### src/rtl/dbgbrk_pkg.sv
package dbgbrk_pkg;

  localparam int CTRL_W     = 16;
  localparam int CMP_MAX_W  = 64;

  // control register field positions (software-visible)
  localparam int BIT_FLAG_A = 15;
  localparam int BIT_FLAG_B = 14;
  localparam int BIT_POST_A = 10;
  localparam int BIT_DCMP_B = 7;
  localparam int BIT_POST_B = 6;
  localparam int BIT_CHAIN  = 3;
  localparam int BIT_ENABLE = 0;

  typedef enum logic [2:0] {
    SEL_CTRL   = 3'd0,
    SEL_A_ADR  = 3'd1,
    SEL_A_AMSK = 3'd2,
    SEL_B_ADR  = 3'd3,
    SEL_B_AMSK = 3'd4,
    SEL_B_DAT  = 3'd5,
    SEL_B_DMSK = 3'd6
  } reg_sel_e;

  typedef struct packed {
    logic post_a;
    logic post_b;
    logic dcmp_b;
    logic chain;
    logic enable;
  } cfg_t;

  // true when obs equals val on every bit not ignored
  function automatic logic masked_equal(input logic [CMP_MAX_W-1:0] obs,
                                        input logic [CMP_MAX_W-1:0] val,
                                        input logic [CMP_MAX_W-1:0] ign);
    return ((obs ^ val) & ~ign) == '0;
  endfunction

  // assemble the software view of the control register
  function automatic logic [CTRL_W-1:0] pack_ctrl(input logic flag_a,
                                                  input logic flag_b,
                                                  input cfg_t c);
    logic [CTRL_W-1:0] v;
    v             = '0;
    v[BIT_FLAG_A] = flag_a;
    v[BIT_FLAG_B] = flag_b;
    v[BIT_POST_A] = c.post_a;
    v[BIT_DCMP_B] = c.dcmp_b;
    v[BIT_POST_B] = c.post_b;
    v[BIT_CHAIN]  = c.chain;
    v[BIT_ENABLE] = c.enable;
    return v;
  endfunction

endpackage

### src/rtl/dbgbrk_regs.sv
module dbgbrk_regs
  import dbgbrk_pkg::*;
#(
  parameter int AW = 32,
  parameter int DW = 32
) (
  input  logic          clk,
  input  logic          rst_n,
  input  logic          reg_we,
  input  logic [2:0]    reg_sel,
  input  logic [DW-1:0] reg_wdata,
  output logic [DW-1:0] reg_rdata,
  input  logic          ev_a,
  input  logic          ev_b,
  output cfg_t          cfg,
  output logic          flag_a,
  output logic          flag_b,
  output logic [AW-1:0] a_adr,
  output logic [AW-1:0] a_amsk,
  output logic [AW-1:0] b_adr,
  output logic [AW-1:0] b_amsk,
  output logic [DW-1:0] b_dat,
  output logic [DW-1:0] b_dmsk
);

  logic wr_ctrl;
  logic clr_a, clr_b;
  logic post_a_q, post_b_q, dcmp_b_q, chain_q, enable_q;

  assign wr_ctrl = reg_we && (reg_sel == SEL_CTRL);
  assign clr_a   = wr_ctrl && !reg_wdata[BIT_FLAG_A];
  assign clr_b   = wr_ctrl && !reg_wdata[BIT_FLAG_B];

  // flags and enable: power-on reset, match beats clearing write
  always_ff @(posedge clk or negedge rst_n) begin
    if (!rst_n) begin
      flag_a   <= 1'b0;
      flag_b   <= 1'b0;
      enable_q <= 1'b0;
    end else begin
      flag_a <= ev_a | (flag_a & ~clr_a);
      flag_b <= ev_b | (flag_b & ~clr_b);
      if (wr_ctrl) enable_q <= reg_wdata[BIT_ENABLE];
    end
  end

  // mode bits carry no reset; software programs them before use
  always_ff @(posedge clk) begin
    if (wr_ctrl) begin
      post_a_q <= reg_wdata[BIT_POST_A];
      post_b_q <= reg_wdata[BIT_POST_B];
      dcmp_b_q <= reg_wdata[BIT_DCMP_B];
      chain_q  <= reg_wdata[BIT_CHAIN];
    end
  end

  always_ff @(posedge clk or negedge rst_n) begin
    if (!rst_n) begin
      a_adr  <= '0;
      a_amsk <= '0;
      b_adr  <= '0;
      b_amsk <= '0;
      b_dat  <= '0;
      b_dmsk <= '0;
    end else if (reg_we) begin
      case (reg_sel_e'(reg_sel))
        SEL_A_ADR:  a_adr  <= reg_wdata[AW-1:0];
        SEL_A_AMSK: a_amsk <= reg_wdata[AW-1:0];
        SEL_B_ADR:  b_adr  <= reg_wdata[AW-1:0];
        SEL_B_AMSK: b_amsk <= reg_wdata[AW-1:0];
        SEL_B_DAT:  b_dat  <= reg_wdata;
        SEL_B_DMSK: b_dmsk <= reg_wdata;
        default: ;
      endcase
    end
  end

  always_comb begin
    cfg.post_a = post_a_q;
    cfg.post_b = post_b_q;
    cfg.dcmp_b = dcmp_b_q;
    cfg.chain  = chain_q;
    cfg.enable = enable_q;
  end

  always_comb begin
    case (reg_sel_e'(reg_sel))
      SEL_CTRL:   reg_rdata = DW'(pack_ctrl(flag_a, flag_b, cfg));
      SEL_A_ADR:  reg_rdata = DW'(a_adr);
      SEL_A_AMSK: reg_rdata = DW'(a_amsk);
      SEL_B_ADR:  reg_rdata = DW'(b_adr);
      SEL_B_AMSK: reg_rdata = DW'(b_amsk);
      SEL_B_DAT:  reg_rdata = b_dat;
      SEL_B_DMSK: reg_rdata = b_dmsk;
      default:    reg_rdata = '0;
    endcase
  end

  AST_FLAG_A_SETS: assert property (@(posedge clk) disable iff (!rst_n)
    ev_a |=> flag_a);
  AST_FLAG_B_SETS: assert property (@(posedge clk) disable iff (!rst_n)
    ev_b |=> flag_b);
  AST_FLAG_A_STICKY: assert property (@(posedge clk) disable iff (!rst_n)
    (flag_a && !(reg_we && reg_sel == 3'd0 && !reg_wdata[BIT_FLAG_A]))
      |=> flag_a);
  AST_FLAG_B_STICKY: assert property (@(posedge clk) disable iff (!rst_n)
    (flag_b && !(reg_we && reg_sel == 3'd0 && !reg_wdata[BIT_FLAG_B]))
      |=> flag_b);

endmodule

### src/rtl/dbgbrk_chan.sv
module dbgbrk_chan
  import dbgbrk_pkg::*;
#(
  parameter int AW       = 32,
  parameter int DW       = 32,
  parameter bit HAS_DATA = 1'b0
) (
  input  logic          clk,
  input  logic          rst_n,
  input  logic          post,
  input  logic          dcmp,
  input  logic [AW-1:0] adr,
  input  logic [AW-1:0] amsk,
  input  logic [DW-1:0] dat,
  input  logic [DW-1:0] dmsk,
  input  logic          bus_valid,
  input  logic          bus_ifetch,
  input  logic [AW-1:0] bus_addr,
  input  logic [DW-1:0] bus_data,
  input  logic          ret_valid,
  input  logic [AW-1:0] ret_addr,
  input  logic [DW-1:0] ret_data,
  output logic          cond,
  output logic          ev
);

  logic          src_valid;
  logic [AW-1:0] src_addr;
  logic [DW-1:0] src_data;
  logic          addr_ok;
  logic          data_ok;
  logic          pend;

  // pre-execution channels watch fetches, post-execution ones watch completions
  assign src_valid = post ? ret_valid : (bus_valid & bus_ifetch);
  assign src_addr  = post ? ret_addr  : bus_addr;
  assign src_data  = post ? ret_data  : bus_data;

  assign addr_ok = masked_equal(CMP_MAX_W'(src_addr), CMP_MAX_W'(adr),
                                CMP_MAX_W'(amsk));

  generate
    if (HAS_DATA) begin : g_data
      assign data_ok = !dcmp ||
                       masked_equal(CMP_MAX_W'(src_data), CMP_MAX_W'(dat),
                                    CMP_MAX_W'(dmsk));
    end else begin : g_nodata
      logic unused_data;
      assign unused_data = ^{dcmp, dat, dmsk, src_data};
      assign data_ok     = 1'b1;
    end
  endgenerate

  assign cond = src_valid & addr_ok & data_ok;

  always_ff @(posedge clk or negedge rst_n) begin
    if (!rst_n) pend <= 1'b0;
    else        pend <= post & cond;
  end

  assign ev = post ? pend : cond;

  AST_PRE_ON_FETCH: assert property (@(posedge clk) disable iff (!rst_n)
    (!post && ev) |-> (bus_valid && bus_ifetch));
  AST_POST_DELAYED: assert property (@(posedge clk) disable iff (!rst_n)
    (post && cond) |=> (!post || ev));
  AST_POST_NEEDS_RET: assert property (@(posedge clk) disable iff (!rst_n)
    (post && cond) |-> ret_valid);

endmodule

### src/rtl/dbgbrk_seq.sv
module dbgbrk_seq (
  input  logic clk,
  input  logic rst_n,
  input  logic chain,
  input  logic enable,
  input  logic ev_a,
  input  logic ev_b,
  output logic armed,
  output logic brk_req
);

  logic fire_ind;
  logic fire_chain;

  assign fire_ind   = ev_a | ev_b;
  assign fire_chain = armed & ev_b;
  assign brk_req    = enable & (chain ? fire_chain : fire_ind);

  // A arms; an armed B match consumes it; a fresh A re-arms
  always_ff @(posedge clk or negedge rst_n) begin
    if (!rst_n) armed <= 1'b0;
    else        armed <= chain & (ev_a | (armed & ~ev_b));
  end

  AST_BRK_NEEDS_EN: assert property (@(posedge clk) disable iff (!rst_n)
    brk_req |-> enable);
  AST_INDEP_FIRES: assert property (@(posedge clk) disable iff (!rst_n)
    (!chain && enable && (ev_a || ev_b)) |-> brk_req);
  AST_CHAIN_NEEDS_ARM: assert property (@(posedge clk) disable iff (!rst_n)
    (chain && brk_req) |-> (armed && ev_b));
  AST_ARM_CONSUMED: assert property (@(posedge clk) disable iff (!rst_n)
    (chain && armed && ev_b && !ev_a) |=> !armed);

endmodule

### src/rtl/dbgbrk_top.sv
module dbgbrk_top
  import dbgbrk_pkg::*;
#(
  parameter int AW = 32,
  parameter int DW = 32
) (
  input  logic          clk,
  input  logic          rst_n,
  input  logic          reg_we,
  input  logic [2:0]    reg_sel,
  input  logic [DW-1:0] reg_wdata,
  output logic [DW-1:0] reg_rdata,
  input  logic          bus_valid,
  input  logic          bus_ifetch,
  input  logic [AW-1:0] bus_addr,
  input  logic [DW-1:0] bus_data,
  input  logic          ret_valid,
  input  logic [AW-1:0] ret_addr,
  input  logic [DW-1:0] ret_data,
  output logic          brk_req
);

  cfg_t          cfg;
  logic          flag_a, flag_b;
  logic [AW-1:0] a_adr, a_amsk, b_adr, b_amsk;
  logic [DW-1:0] b_dat, b_dmsk;
  logic          cond_a, cond_b;
  logic          ev_a, ev_b;
  logic          armed;

  dbgbrk_regs #(.AW(AW), .DW(DW)) u_regs (
    .clk       (clk),
    .rst_n     (rst_n),
    .reg_we    (reg_we),
    .reg_sel   (reg_sel),
    .reg_wdata (reg_wdata),
    .reg_rdata (reg_rdata),
    .ev_a      (ev_a),
    .ev_b      (ev_b),
    .cfg       (cfg),
    .flag_a    (flag_a),
    .flag_b    (flag_b),
    .a_adr     (a_adr),
    .a_amsk    (a_amsk),
    .b_adr     (b_adr),
    .b_amsk    (b_amsk),
    .b_dat     (b_dat),
    .b_dmsk    (b_dmsk)
  );

  dbgbrk_chan #(.AW(AW), .DW(DW), .HAS_DATA(1'b0)) u_chan_a (
    .clk        (clk),
    .rst_n      (rst_n),
    .post       (cfg.post_a),
    .dcmp       (1'b0),
    .adr        (a_adr),
    .amsk       (a_amsk),
    .dat        ({DW{1'b0}}),
    .dmsk       ({DW{1'b0}}),
    .bus_valid  (bus_valid),
    .bus_ifetch (bus_ifetch),
    .bus_addr   (bus_addr),
    .bus_data   (bus_data),
    .ret_valid  (ret_valid),
    .ret_addr   (ret_addr),
    .ret_data   (ret_data),
    .cond       (cond_a),
    .ev         (ev_a)
  );

  dbgbrk_chan #(.AW(AW), .DW(DW), .HAS_DATA(1'b1)) u_chan_b (
    .clk        (clk),
    .rst_n      (rst_n),
    .post       (cfg.post_b),
    .dcmp       (cfg.dcmp_b),
    .adr        (b_adr),
    .amsk       (b_amsk),
    .dat        (b_dat),
    .dmsk       (b_dmsk),
    .bus_valid  (bus_valid),
    .bus_ifetch (bus_ifetch),
    .bus_addr   (bus_addr),
    .bus_data   (bus_data),
    .ret_valid  (ret_valid),
    .ret_addr   (ret_addr),
    .ret_data   (ret_data),
    .cond       (cond_b),
    .ev         (ev_b)
  );

  dbgbrk_seq u_seq (
    .clk     (clk),
    .rst_n   (rst_n),
    .chain   (cfg.chain),
    .enable  (cfg.enable),
    .ev_a    (ev_a),
    .ev_b    (ev_b),
    .armed   (armed),
    .brk_req (brk_req)
  );

  AST_FLAGS_CLEAR_AT_RESET: assert property (@(posedge clk)
    $rose(rst_n) |-> (!flag_a && !flag_b && !cfg.enable));
  AST_COND_A_OBSERVED: assert property (@(posedge clk) disable iff (!rst_n)
    cond_a |-> (bus_valid || ret_valid));
  AST_COND_B_OBSERVED: assert property (@(posedge clk) disable iff (!rst_n)
    cond_b |-> (bus_valid || ret_valid));
  AST_ARM_ONLY_CHAINED: assert property (@(posedge clk) disable iff (!rst_n)
    (armed && !cfg.chain) |=> !armed);

endmodule

### config.mk
export PLATFORM = sky130hd
export DESIGN_NAME = dbgbrk_top
export DESIGN_NICKNAME = d
export VERILOG_FILES = /design/src/rtl/dbgbrk_pkg.sv /design/src/rtl/dbgbrk_regs.sv /design/src/rtl/dbgbrk_chan.sv /design/src/rtl/dbgbrk_seq.sv /design/src/rtl/dbgbrk_top.sv
export SDC_FILE = /design/constraint.sdc
export NUM_CORES = 1
export LEC_CHECK = 0
export ABC_CLOCK_PERIOD_IN_PS = 2300
export BUFFER_PORTS_ARGS = -buffer_cell sky130_fd_sc_hd__buf_4
export CAP_MARGIN = 15
export CORE_MARGIN = 2
export CORE_UTILIZATION = 40
export CTS_BUF_LIST = sky130_fd_sc_hd__clkbuf_4 sky130_fd_sc_hd__clkbuf_8
export CTS_CLUSTER_SIZE = 24
export DETAILED_ROUTE_END_ITERATION = 8
export SYNTH_ARGS = -nofsm -noshare
export SYNTH_HDL_FRONTEND = slang
export SYNTH_SLANG_ARGS = --single-unit
### constraint.sdc
create_clock -name clk -period 2.3 [get_ports clk]
set_input_delay 0.345 -clock clk [delete_from_list [all_inputs] [get_ports clk]]
set_output_delay 0.345 -clock clk [all_outputs]
set_load 0.02 [all_outputs]
# Word level (Yosys, flattened, before mapping)
# Index checks and enable logic that the tools add are counted.
[totals]
regBits = 202
out_inout_bits = 33
input_bits = 169
word_cells = 76
[classes]
eq_ne = 6
mux = 9
bitwise_logic = 28
reduce_logical = 17
[op_table]
columns = ["cell", "n"]
rows = [
  ["case mux 32 bit (7 select lines)", 1],
  ["AND 64 bit", 3],
  ["logical NOT 64 bit", 3],
  ["inverter 32 -> 64 bit", 3],
  ["two-way mux 32 bit", 3],
  ["bitwise XOR 32 bit", 3],
  ["AND 1 bit", 12],
  ["AND reduction 2 bit", 6],
  ["== test 3 bit, second input constant", 3],
  ["== test 3 x 2 -> 1 bit, second input constant", 2],
  ["two-way mux 1 bit", 5],
  ["bitwise OR 1 bit", 4],
  ["== test 3 x 1 -> 1 bit, second input constant", 1],
  ["logical AND 1 bit", 3],
  ["logical NOT 1 bit", 3],
  ["logical NOT 3 bit", 1],
  ["inverter 1 bit", 3],
  ["logical OR 1 bit", 1],
]

# Logic depth before layout (Yosys ltp)
# Gate-level depths: netlist of the first run.
[logic_depth]
ltp_word = 11
depth_mapped = 10
depth_no_buf = 7

# Modules after synthesis
# Synthesis of the first run repeated with hierarchy kept, for this count alone.
[unflattened]
hier_cells = 971
area_unflattened_um2 = 11830.1
[by_module_without_submodules]
columns = ["mod", "n_inst", "area_each_um2", "cells_each", "seq_area_each_um2"]
rows = [
  ["dbgbrk_regs", 1, 9083.7, 646, 4999.8],
  ["dbgbrk_chan (u_chan_b)", 1, 1794.2, 213, 25.0],
  ["dbgbrk_chan (u_chan_a)", 1, 890.9, 105, 25.0],
  ["dbgbrk_seq", 1, 57.6, 6, 25.0],
  ["dbgbrk_top", 1, 3.8, 1, 0.0],
]

# Least setup slack after synthesis of the first run
# Ideal clock, no wire load.
[synth_path]
path_type = "reg2out"
start = "register u_regs.post_b_q"
end = "output port brk_req"
slack_ps = -271
required_time_ps = 1955
path_buffers = 2
t_arrival_ps = 2226
stages_incl_launch_ff = 10
path_cell_list = "edfxtp_1 > buf_6 > buf_12 > mux2i_1 > mux2i_1 > o2111ai_1 > nor4_1 > a31oi_1 > o41ai_2 > a32o_1"
[synth_via]
elab_chain_cells = 10
elab_cells_between_ends = 17
classes_between = "mux (5); bitwise (9); reduce/logical (3)"
[synth_lines]
columns = ["element", "line_no", "rtl"]
rows = [
  ["start: declaration", "dbgbrk_regs.sv:28", "logic post_a_q, post_b_q, dcmp_b_q, chain_q, enable_q;"],
  ["start signal: assignment", "dbgbrk_regs.sv:51", "post_b_q <= reg_wdata[BIT_POST_B];"],
  ["two-way mux 32 bit, on equally long branches", "dbgbrk_chan.sv:36, dbgbrk_chan.sv:37", ""],
  ["bitwise XOR 32 bit", "dbgbrk_pkg.sv:37", "return ((obs ^ val) & ~ign) == '0;"],
  ["AND 64 bit", "dbgbrk_pkg.sv:37", ""],
  ["logical NOT 64 bit", "dbgbrk_pkg.sv:37", ""],
  ["AND 1 bit or logical OR 1 bit (tied branches)", "dbgbrk_chan.sv:54, dbgbrk_chan.sv:44", ""],
  ["AND 1 bit", "dbgbrk_chan.sv:54", "assign cond = src_valid & addr_ok & data_ok;"],
  ["two-way mux 1 bit (*)", "dbgbrk_chan.sv:61", "assign ev = post ? pend : cond;"],
  ["bitwise OR 1 bit or AND 1 bit (tied branches)", "dbgbrk_seq.sv:15, dbgbrk_seq.sv:16", ""],
  ["two-way mux 1 bit (*)", "dbgbrk_seq.sv:17", "assign brk_req = enable & (chain ? fire_chain : fire_ind);"],
  ["AND 1 bit (*)", "dbgbrk_seq.sv:17", ""],
  ["end: declaration", "dbgbrk_top.sv:20", "output logic brk_req"],
]
# Mark *: on every way between the ends. The rest lies on a longest branch, timed or not.

# Worst setup path in the final report of the first run
[layout_path]
start = "register u_regs.post_a_q"
end = "output port brk_req"
[layout_via]
elab_chain_cells = 9
elab_cells_between_ends = 10
classes_between = "mux (4); bitwise (5); reduce/logical (1)"
[layout_lines]
columns = ["element", "line_no", "rtl"]
rows = [
  ["start: declaration", "dbgbrk_regs.sv:28", ""],
  ["start signal: assignment", "dbgbrk_regs.sv:50", "post_a_q <= reg_wdata[BIT_POST_A];"],
  ["two-way mux 32 bit", "dbgbrk_chan.sv:36", "assign src_addr = post ? ret_addr : bus_addr;"],
  ["bitwise XOR 32 bit", "dbgbrk_pkg.sv:37", ""],
  ["AND 64 bit", "dbgbrk_pkg.sv:37", ""],
  ["logical NOT 64 bit", "dbgbrk_pkg.sv:37", ""],
  ["AND 1 bit", "dbgbrk_chan.sv:54", ""],
  ["two-way mux 1 bit (*)", "dbgbrk_chan.sv:61", ""],
  ["bitwise OR 1 bit (*)", "dbgbrk_seq.sv:15", "assign fire_ind = ev_a | ev_b;"],
  ["two-way mux 1 bit (*)", "dbgbrk_seq.sv:17", ""],
  ["AND 1 bit (*)", "dbgbrk_seq.sv:17", ""],
]
# Marks and branches as above.

==> impl_results.md, run 1 <==
- Yosys warning count: 0
- Switch Pwr: 4.00 mW
- Combinational power share: 30.9%
- P_int: 8.51 mW
- Total Routing Usage GR: 27.1%
- Pin count of the biggest net entering global routing: 61
- Synthesized flop and latch total: 202
- Crit-path most repeated cell: buf_6
- Worst hold slack: 0.0703 ns
- GR Overflow Total: 0
- H-tree levels: 2
- Vias in the first global route: 9655
- Initial antenna violation count: 0
- Failing checks: setup timing
- Register clock-pin slew on the reported worst setup and hold paths: 0.06 ns
- R2r setup slk: -0.49 ns
- Post-synth design cell area: 11100 sq um
- Worst Path Max Fanout: 6
- Critical-path top delay cell: edfxtp_1
- DRT antenna net count: 0
- Die Span Y: 171 microns
- Number of CTS-inserted buffers: 37
- Clk_lat worst skew: 0.53 ns
- Endpoints failing setup: 6
- Skew final: 0.0140 ns
- First-pass GRT wire length: 58300 microns
- R2R Path End: u_seq.armed$_DFF_PN0_
- Hold depth: 1
- # IOs: 202
- Reg2reg start: u_regs.post_a_q$_DFFE_PP_
- Power Total: 12.5 mW
- Place WS: -1.34 ns
- Final GP Congestion: 0.862
- PortBufs: 201
- FP Rows: 61
- Sink Count: 202
- Worst VDD drop: 0.424 mV
- Reg power frac: 40.0%
- Core area: 27600 sq um
- WP buf/inv: 5
- Via count: 9335
- Number of diodes: 0
- Detailed-route wire length: 39500 microns
- Final #Nets: 1467
- Slew @ Worst Pin: 0.658 ns
- Area post-placement: 14300 sq um
- Synthesized instance count: 916
- Crit share post-route: 160%
- Root buf cell: clkbuf_8
- Design Area, Final: 15800 sq um
- Starting Density: 40.3%
- Drt drc: 0
- Setup Crit Path Kind: reg2out
- Clk pwr share: 29.2%
- Worst hold start: reg_wdata[3]
- Delay-heaviest family, CP: buffers and inverters
- CP endpoint kind: output port
- Post-DP HPWL: 28400 microns
- DIE AREA: 29100 sq um
- Fin. Hold Viols: 0
- Die width: 171 microns
- Critical path depth: 12
- P per Cell Area: 794 nW/um^2
- Worst Hold Path EP: u_regs.chain_q$_DFFE_PP_
- Final Worst Setup Slack: -1.39 ns
- CTS tree: done
- Max Slew Vio Count: 0
- Maximum clock frequency: 0.271 GHz
- Rel. slew slack: 56.1%
- DR iter-0 viols: 639
- Layout cells sized above 1: 53.5%
- Hold WC Path Type: in2reg
- Total Neg Setup Slack: -2.89 ns
- Syn nets: 1085
- Layout area overhead: 41.9%
- Vias per cell: 5.48
- Max clock buf depth: 3
- Worst Path Arrival: 3.35 ns
- Sw Share: 32.0%
- Startpoint types: flop
- Worst R2R Path Depth: 12
- Critical Path RT: 1.96 ns
- Status: finished with violations
- Final min period: 3.69 ns
- Pleak: 7.28 nW
- WL/cell: 23.2 microns
- Synth unique cells: 42
- RSZ-0062 raised after global routing: true
- Max incr delay on CP: 0.46 ns
- Max-Cap Viols: 0
- Cell breakdown of the critical path: buf_6 > buf_12 > buf_8 > mux2i_2 > xor2_1 > o22ai_1 > nor4_2 > nand2_1 > o41ai_2 > buf_4 > a32o_2 > buf_6
- Syn avg cell area: 12.1 sq um
- Sequential-to-total area share from yosys stat: 45.7%
- Drt first pass iters: 5
==> layout by cell type, fill, tap and decap left out, types with 5 or more instances in the layout <==
master | synthesis | final
mux2_2 | 191 | 191
nor2_1 | 19 | 18
mux2i_4 | 0 | 9
xor2_1 | 84 | 83
clkbuf_4 | 0 | 18
nand3_1 | 30 | 29
clkbuf_8 | 0 | 47
mux2i_2 | 0 | 12
dfrtp_1 | 198 | 198
o21ai_0 | 8 | 8
and2_1 | 3 | 5
o22ai_1 | 36 | 32
buf_12 | 1 | 18
a22oi_1 | 89 | 87
nor2b_1 | 17 | 15
buf_6 | 5 | 10
nor4_2 | 0 | 5
mux2i_1 | 113 | 92
buf_4 | 2 | 367
nand2_1 | 16 | 16
==> sequential cells by signal, indices dropped and copies added (netlist names), 32 cells and up <==
| name | flops |
|---|---|
| u_regs.b_amsk | 32 |
| u_regs.a_amsk | 32 |
| u_regs.a_adr | 32 |
| u_regs.b_dat | 32 |
| u_regs.b_dmsk | 32 |
| u_regs.b_adr | 32 |
==> worst max path at each step <==
stage	slack, ns	endpoint	from
floorplan	-0.19	brk_req	u_regs.post_b_q$_DFFE_PP_
global placement	-1.31	brk_req	u_regs.post_b_q$_DFFE_PP_
detailed placement	-1.34	brk_req	u_regs.post_b_q$_DFFE_PP_
CTS	-1.36	brk_req	u_regs.post_b_q$_DFFE_PP_
global route	-1.48	brk_req	u_regs.post_b_q$_DFFE_PP_
finish	-1.39	brk_req	u_regs.post_a_q$_DFFE_PP_
==> Yosys cell counts <==
| cell | n | area, sq um |
|---|---|---|
| a21oi_1 | 4 | 20.0 |
| a221o_1 | 1 | 10.0 |
| a22oi_1 | 89 | 668 |
| a31oi_1 | 1 | 6.26 |
| a32o_1 | 1 | 10.0 |
| and2_0 | 2 | 12.5 |
| and2_1 | 3 | 18.8 |
| buf_1 | 17 | 63.8 |
| buf_12 | 1 | 20.0 |
| buf_2 | 9 | 45.0 |
| buf_4 | 2 | 15.0 |
| buf_6 | 5 | 56.3 |
| buf_8 | 1 | 15.0 |
| clkbuf_1 | 22 | 82.6 |
| dfrtp_1 | 198 | 4950 |
| edfxtp_1 | 4 | 120 |
| inv_1 | 3 | 11.3 |
| mux2_1 | 4 | 45.0 |
| mux2_2 | 191 | 2150 |
| mux2i_1 | 113 | 1130 |
| nand2_1 | 16 | 60.1 |
| nand2b_1 | 4 | 25.0 |
| nand3_1 | 30 | 150 |
| nor2_1 | 19 | 71.3 |
| nor2b_1 | 17 | 106 |
| nor3_1 | 3 | 15.0 |
| nor3b_1 | 1 | 7.51 |
| nor3b_2 | 1 | 12.5 |
| nor4_1 | 9 | 56.3 |
| nor4b_1 | 1 | 8.76 |
| o2111ai_1 | 5 | 43.8 |
| o211ai_1 | 1 | 7.51 |
| o21ai_0 | 8 | 40.0 |
| o221ai_1 | 3 | 26.3 |
| o22a_1 | 2 | 17.5 |
| o22ai_1 | 36 | 225 |
| o2bb2ai_1 | 1 | 8.76 |
| o41ai_1 | 1 | 8.76 |
| o41ai_2 | 1 | 16.3 |
| or3_1 | 1 | 6.26 |
| or4b_2 | 1 | 10.0 |
| xor2_1 | 84 | 736 |
==> layout make-up <==
cell class,instances,area (sq um)
clock buffer,64,768
fill,2373,11800
clock inverter,3,17.5
sequential,202,5070
timing repair buffer,400,3320
multi-input combinational,654,6100
inverter,3,11.3
tap,378,473
==> per-layer routing <==
layer / GRT usage [%] / up-vias / wire length (microns)
met5: 0 / - / 0
met4: 8.32 / 0 / 1090
met3: 5.90 / 73 / 2900
met2: 44.1 / 370 / 18400
met1: 36.3 / 4669 / 17100
li1: - / 4223 / -
==> stage by stage <==
stage,util (%),instances
after global placement,52.1,1614
after global routing,57.2,1704
after CTS,56.1,1689
after detailed placement,52.1,1614
after floorplan,-,916
final,57.2,1704
==> logic make-up (layout without fill, tap and decap cells) <==
family                 after synthesis  in the layout  share of synthesized area [%]
multiplexers                       308            308                           29.9
AND/OR/NAND/NOR                    108            108                           5.04
XOR/XNOR                            84             84                           6.62
buffers and inverters               60            470                           2.78
AO/OA/AOI/OAI                      154            154                           9.97
flip-flops                         202            202                           45.7
==> power groups by stage <==
stage / sequential [mW] / clock [mW] / combinational [mW]
6_report: 5.00 / 3.65 / 3.86
3_5_place_dp: 5.05 / 0 / 3.61
5_1_grt: 5.10 / 3.87 / 4.13
3_3_place_gp: 5.02 / 0 / 3.57
2_1_floorplan: 4.86 / 0 / 1.77
4_1_cts: 5.00 / 3.69 / 3.75
==> what timing repair did <==
item / 4_1_cts / 5_1_grt
setup buffers: 6 / 15
hold buffers: 1 / 0
endpoints found under the setup margin: 8 / 9
cloned: 1 / 1
gates resized for setup: 43 / 32
pin swaps: 15 / 20
hold endpoints to repair: 53 / 0
(Power assumes the default switching activity.)
==> run 2, diff against run 1 <==
REMOVE_ABC_BUFFERS = 1   (was not set)
==> impl_results.md, run 2 (synthesis results as in run 1) <==
- DRT antenna net count: 0 (unchanged)
- Final #Nets: 1460 (-0.48%)
- Vias in the first global route: 9440 (-2.2%)
- Hold WC Path Type: in2reg
- Pin count of the biggest net entering global routing: 56 (-8.2%)
- Failing checks: setup timing
- Die Span Y: 171 microns (unchanged)
- Status: finished with violations
- GR Overflow Total: 0 (unchanged)
- Critical Path RT: 1.96 ns (about the same)
- Fill cell total of the finished layout: 2375 (+0.084%)
- Layout area overhead: 42.0% (about the same)
- Total Routing Usage GR: 26.1% (-1.1 points)
- Drt first pass iters: 5 (unchanged)
- Maximum clock frequency: 0.273 GHz (+0.80%)
- RSZ-0062 raised after global routing: true
- Final min period: 3.66 ns (-0.0293 ns)
- Number of diodes: 0 (unchanged)
- Worst Hold Path EP: u_regs.post_a_q$_DFFE_PP_
- Slew @ Worst Pin: 0.638 ns (-0.0202 ns)
- Endpoints failing setup: 6 (unchanged)
- Setup Crit Path Kind: reg2out
- WL/cell: 22.4 microns (-3.3%)
- Core area: 27600 sq um (unchanged)
- FP Rows: 61 (unchanged)
- Reg2reg start: u_regs.post_b_q$_DFFE_PP_
- Vias per cell: 5.41 (-1.3%)
- Sink Count: 202 (unchanged)
- Top Layer Used: met4
- CP endpoint kind: output port
- CTS tree: done
- Post-DP HPWL: 26700 microns (-6.0%)
- Met2 routed WL: 18100 microns (-1.5%)
- Rel. slew slack: 57.0% (+0.90 points)
- Die width: 171 microns (unchanged)
- Via count: 9140 (-2.1%)
- First-pass GRT wire length: 56400 microns (-3.3%)
- Starting Density: 40.3% (unchanged)
- Initial antenna violation count: 0 (unchanged)
- Most common cell after layout, fill and taps aside: buf_4
- Root buf cell: clkbuf_8
- Place WS: -0.997 ns (+0.345 ns)
- Crit share post-route: 159% (-1.3 points)
- Fin. Hold Viols: 0 (unchanged)
- Area occupied by multi-input gates: 6190 sq um (+1.5%)
- Startpoint types: flop
- Met1 wire length: 16600 microns (-3.0%)
- Worst R2R Path Depth: 11 (-1)
- R2r setup slk: -0.44 ns (+0.05 ns)
- DIE AREA: 29100 sq um (unchanged)
- Detailed-route wire length: 37900 microns (-4.1%)
- Worst Path Max Fanout: 9 (+3)
- Final Worst Setup Slack: -1.36 ns (+0.0293 ns)
- Commonest cells after routing, fill and taps aside: buf_4 (355), dfrtp_1 (198), mux2_2 (191)
- Worst hold start: reg_wdata[10]
- Final GP Congestion: 0.826 (-4.2%)
- PortBufs: 201 (unchanged)
- Power Total: 12.2 mW (-2.2%)
- Number of CTS-inserted buffers: 37 (unchanged)
- DR iter-0 viols: 474 (-26%)
- Layout cells sized above 1: 53.9% (+0.34 points)
- Pleak: 7.26 nW (-0.34%)
- H-tree levels: 2 (unchanged)
- Worst VDD drop: 0.424 mV (about the same)
- Detail Route met3 WL: 2240 microns (-23%)
- # IOs: 202 (unchanged)
- Register clock-pin slew on the reported worst setup and hold paths: 0.06 ns (about the same)
- Hold depth: 1 (unchanged)
- Max-Cap Viols: 0 (unchanged)
- Register area: 5070 sq um (unchanged)
- Clk_lat worst skew: 0.53 ns (about the same)
- R2R Path End: u_chan_b.pend$_DFF_PN0_
- Max Slew Vio Count: 0 (unchanged)
- Max clock buf depth: 3 (unchanged)
- P per Cell Area: 775 nW/um^2 (-2.3%)
- Drt drc: 0 (unchanged)
- Worst Path Arrival: 3.32 ns (-0.03 ns)
- Skew final: 0.0254 ns (+0.0114 ns)
-- run 2: changes by cell type in the layout (fill, tap and decap cells not counted), moves of 4 or more --
cell | before | now
buf_12 | 18 | 24
o22ai_1 | 32 | 27
o22ai_2 | 4 | 8
buf_4 | 367 | 355
-- run 2: worst max path at each step --
stage                                    from       to  slack [ns]
floorplan           u_regs.post_b_q$_DFFE_PP_  brk_req       -2.12
global placement    u_regs.post_b_q$_DFFE_PP_  brk_req       -0.93
detailed placement  u_regs.post_b_q$_DFFE_PP_  brk_req        -1.0
CTS                 u_regs.post_b_q$_DFFE_PP_  brk_req       -1.38
global route        u_regs.post_b_q$_DFFE_PP_  brk_req       -1.47
finish              u_regs.post_b_q$_DFFE_PP_  brk_req       -1.36
-- run 2: worst max-delay path, stage by stage (launching register included) --
cell,delay [ns]
edfxtp_1,0.38
buf_6,0.18
buf_12,0.16
mux2i_2,0.24
xor2_1,0.22
o22ai_2,0.13
nor4_2,0.34
buf_4,0.16
nand3_1,0.14
o41ai_4,0.39
a32o_2,0.29
buf_6,0.13
-- run 2: area by class of cell --
type | count | area share [%]
multi-input combinational | 654 | 39.3
sequential | 202 | 32.2
timing repair buffer | 393 | 21.0
clock buffer | 59 | 4.51
tap | 378 | 3.00
inverter | 3 | 0.0714
clock inverter | 1 | 0.0317
-- run 2: power by group --
group          total [mW]  internal [mW]  switching, mW
logic                3.88           2.14           1.74
registers            4.96           4.33          0.629
clock network        3.40           1.94           1.46
-- run 2: metrics by stage --
step                TNS (ns)  std cells  cell area [sq um]  utilization, %  hold WS [ns]
floorplan            -169.25        859              10800               -        0.0494
global placement       -2.06       1612              14400            52.2         0.351
detailed placement     -2.56       1612              14400            52.2         0.345
CTS                    -2.87       1689              15600            56.5        0.0274
global route           -3.47       1690              15800            57.3        0.0442
finish                 -2.81       1690              15800            57.3        0.0611
-- run 2: repair_timing --
| action | CTS | global route |
|---|---|---|
| pin swaps | 22 | 26 |
| hold buffers | 1 | 0 |
| gates cloned | 2 | 0 |
| endpoints found under the hold margin | 47 | 0 |
| resized for setup | 56 | 44 |
| buffers inserted | 16 | 6 |
| endpoints found under the setup margin | 7 | 11 |
-- run 2: routing by layer --
metal,vias to the layer above,track usage [%]
li1,4207,-
met1,4565,35.7
met2,315,42.8
met3,53,3.86
met4,0,7.95
met5,-,0
==> run 3, diff against run 2 <==
MAX_ROUTING_LAYER = met4   (was not set)
RECOVER_POWER = 50   (was not set)
==> impl_results.md, run 3 (synthesis results as in run 1) <==
- Maximum clock frequency: 0.273 GHz (about the same)
- Worst VDD drop: 0.427 mV (+0.63%)
- Max clock buf depth: 3 (unchanged)
- Total Routing Usage GR: 26.8% (+0.78 points)
- # IOs: 202 (unchanged)
- Root buf cell: clkbuf_8
- Status: finished with violations
- PortBufs: 201 (unchanged)
- Drt first pass iters: 5 (unchanged)
- H-tree levels: 2 (unchanged)
- CTS tree: done
- Detailed-route wire length: 37900 microns (about the same)
- Crit share post-route: 159% (about the same)
- Rel. slew slack: 7.29% (-50 points)
- CP endpoint kind: output port
- First-pass GRT wire length: 56400 microns (about the same)
- GR Overflow Total: 0 (unchanged)
- Worst Path Max Fanout: 7 (-2)
- Reg2reg start: u_regs.post_b_q$_DFFE_PP_
- WL/cell: 22.4 microns (about the same)
- Initial antenna violation count: 0 (unchanged)
- Failing checks: setup timing
- Sink Count: 202 (unchanged)
- Pin count of the biggest net entering global routing: 56 (unchanged)
- Starting Density: 40.3% (unchanged)
- Crit path from: u_regs.post_b_q$_DFFE_PP_
- Place WS: -0.997 ns (unchanged)
- Number of CTS-inserted buffers: 37 (unchanged)
- Final GP Congestion: 0.839 (+1.5%)
- DIE AREA: 29100 sq um (unchanged)
- Via count: 9166 (+0.28%)
- DRT antenna net count: 0 (unchanged)
- Final #Nets: 1460 (unchanged)
- Startpoint types: flop
- Total Neg Setup Slack: -10.20 ns (-7.39 ns)
- Layout area overhead: 41.2%
- RSZ-0062 raised after global routing: true
- Worst Path Arrival: 3.32 ns (about the same)
- Register area: 5070 sq um (unchanged)
- Max-Cap Viols: 0 (unchanged)
- Post-DP HPWL: 26700 microns (unchanged)
- Slew @ Worst Pin: 1.39 ns (+0.753 ns)
- Skew final: 0.0265 ns (+0.00107 ns)
- Setup Crit Path Kind: reg2out
- Worst hold start: reg_wdata[8]
- Fill cell total of the finished layout: 2390 (+0.63%)
- Number of diodes: 0 (unchanged)
- Commonest cells after routing, fill and taps aside: buf_4 (349), dfrtp_1 (198), mux2_2 (191)
- Core area: 27600 sq um (unchanged)
- Hold WC Path Type: in2reg
- Endpoints failing setup: 38 (+32)
- Register clock-pin slew on the reported worst setup and hold paths: 0.06 ns (about the same)
- FP Rows: 61 (unchanged)
- Fin. Hold Viols: 0 (unchanged)
- Drt drc: 0 (unchanged)
- Die width: 171 microns (unchanged)
- P per Cell Area: 780 nW/um^2 (+0.55%)
- Layout cells sized above 1: 53.2% (-0.69 points)
- Area occupied by multi-input gates: 6180 sq um (-0.20%)
- Clk_lat worst skew: 0.53 ns (about the same)
- Critical Path RT: 1.96 ns (about the same)
- Final min period: 3.66 ns (+0.000110 ns)
- Pleak: 7.21 nW (-0.66%)
- Final Worst Setup Slack: -1.36 ns (-0.000110 ns)
- Die Span Y: 171 microns (unchanged)
- Vias per cell: 5.42 (+0.28%)
- Max Slew Vio Count: 0 (unchanged)
- Most common cell after layout, fill and taps aside: buf_4
- DR iter-0 viols: 485 (+2.3%)
- Vias in the first global route: 9434 (-0.064%)
==> run 3: cell count changes in the layout (fill, tap and decap cells not counted), moves of 2 or more <==
cell | before | now
buf_4 | 355 | 349
buf_12 | 24 | 20
nor2b_2 | 2 | 0
buf_6 | 11 | 13
clkbuf_4 | 16 | 18
clkbuf_1 | 0 | 6
nor2b_1 | 14 | 17
==> run 3: final cells by class <==
type	count	share of cell area (%)
clock buffers	59	4.54
clock inverters	1	0.0319
inverters	3	0.0718
multi-input cells	654	39.4
flip-flops and latches	202	32.3
well taps	378	3.01
repair buffers	393	20.6
==> run 3: power by group <==
group	switching, mW	internal, mW
Sequential	0.629	4.33
Clock	1.48	1.94
Combinational	1.73	2.13
Total	3.84	8.39
==> run 3: path summary, 6_finish.rpt <==
| path | slack (ns) | cells after the start | end |
|---|---|---|---|
| setup / recovery | -1.36 | 10 | brk_req |
| hold / removal | 0.08 | 2 | u_regs.a_amsk[8]$_DFFE_PN0P_ |
| setup reg to reg | -0.44 | 11 | u_chan_b.pend$_DFF_PN0_ |
| hold reg to reg | 0.52 | 2 | u_regs.flag_b$_DFF_PN0_ |
| max in group asynchronous | 0.27 | 3 | u_regs.a_amsk[28]$_DFFE_PN0P_ |
| min in group asynchronous | 0.68 | 2 | u_regs.a_adr[27]$_DFFE_PN0P_ |
==> run 3: worst max-delay path, cell delays in order (launching register included) <==
cell       delay [ns]
edfxtp_1         0.39
buf_6            0.16
buf_12           0.15
mux2i_4          0.23
mux2i_2          0.30
o2111ai_2        0.21
nor4_4           0.35
a31oi_2          0.16
o41ai_4          0.42
a32o_2           0.29
buf_6            0.13
==> run 3: timing repair <==
| action | 4_1_cts | 5_1_grt |
|---|---|---|
| cloned | 2 | 0 |
| hold buffers | 1 | 0 |
| setup endpoints to repair | 7 | 11 |
| endpoints found under the hold margin | 47 | 0 |
| resized for setup | 56 | 44 |
| buffers inserted | 16 | 6 |
| pin swaps | 22 | 26 |
==> run 3: stage by stage <==
step	total power [mW]	util [%]	hold WS, ns	cell area (sq um)	cells
finish	12.2	57.0	0.0838	15700	1690
global route	12.8	57.0	0.0690	15700	1690
CTS	12.2	56.5	0.0274	15600	1689
detailed placement	8.58	52.2	0.345	14400	1612
global placement	8.51	52.2	0.351	14400	1612
floorplan	6.61	-	0.0494	10800	859
==> run 3: per-layer routing <==
metal | track usage, % | up-vias | share of wire, %
met5 | - | - | 0
met4 | 7.95 | 0 | 2.4
met3 | 3.70 | 58 | 5.7
met2 | 42.8 | 311 | 48
met1 | 35.8 | 4600 | 44
li1 | - | 4197 | -
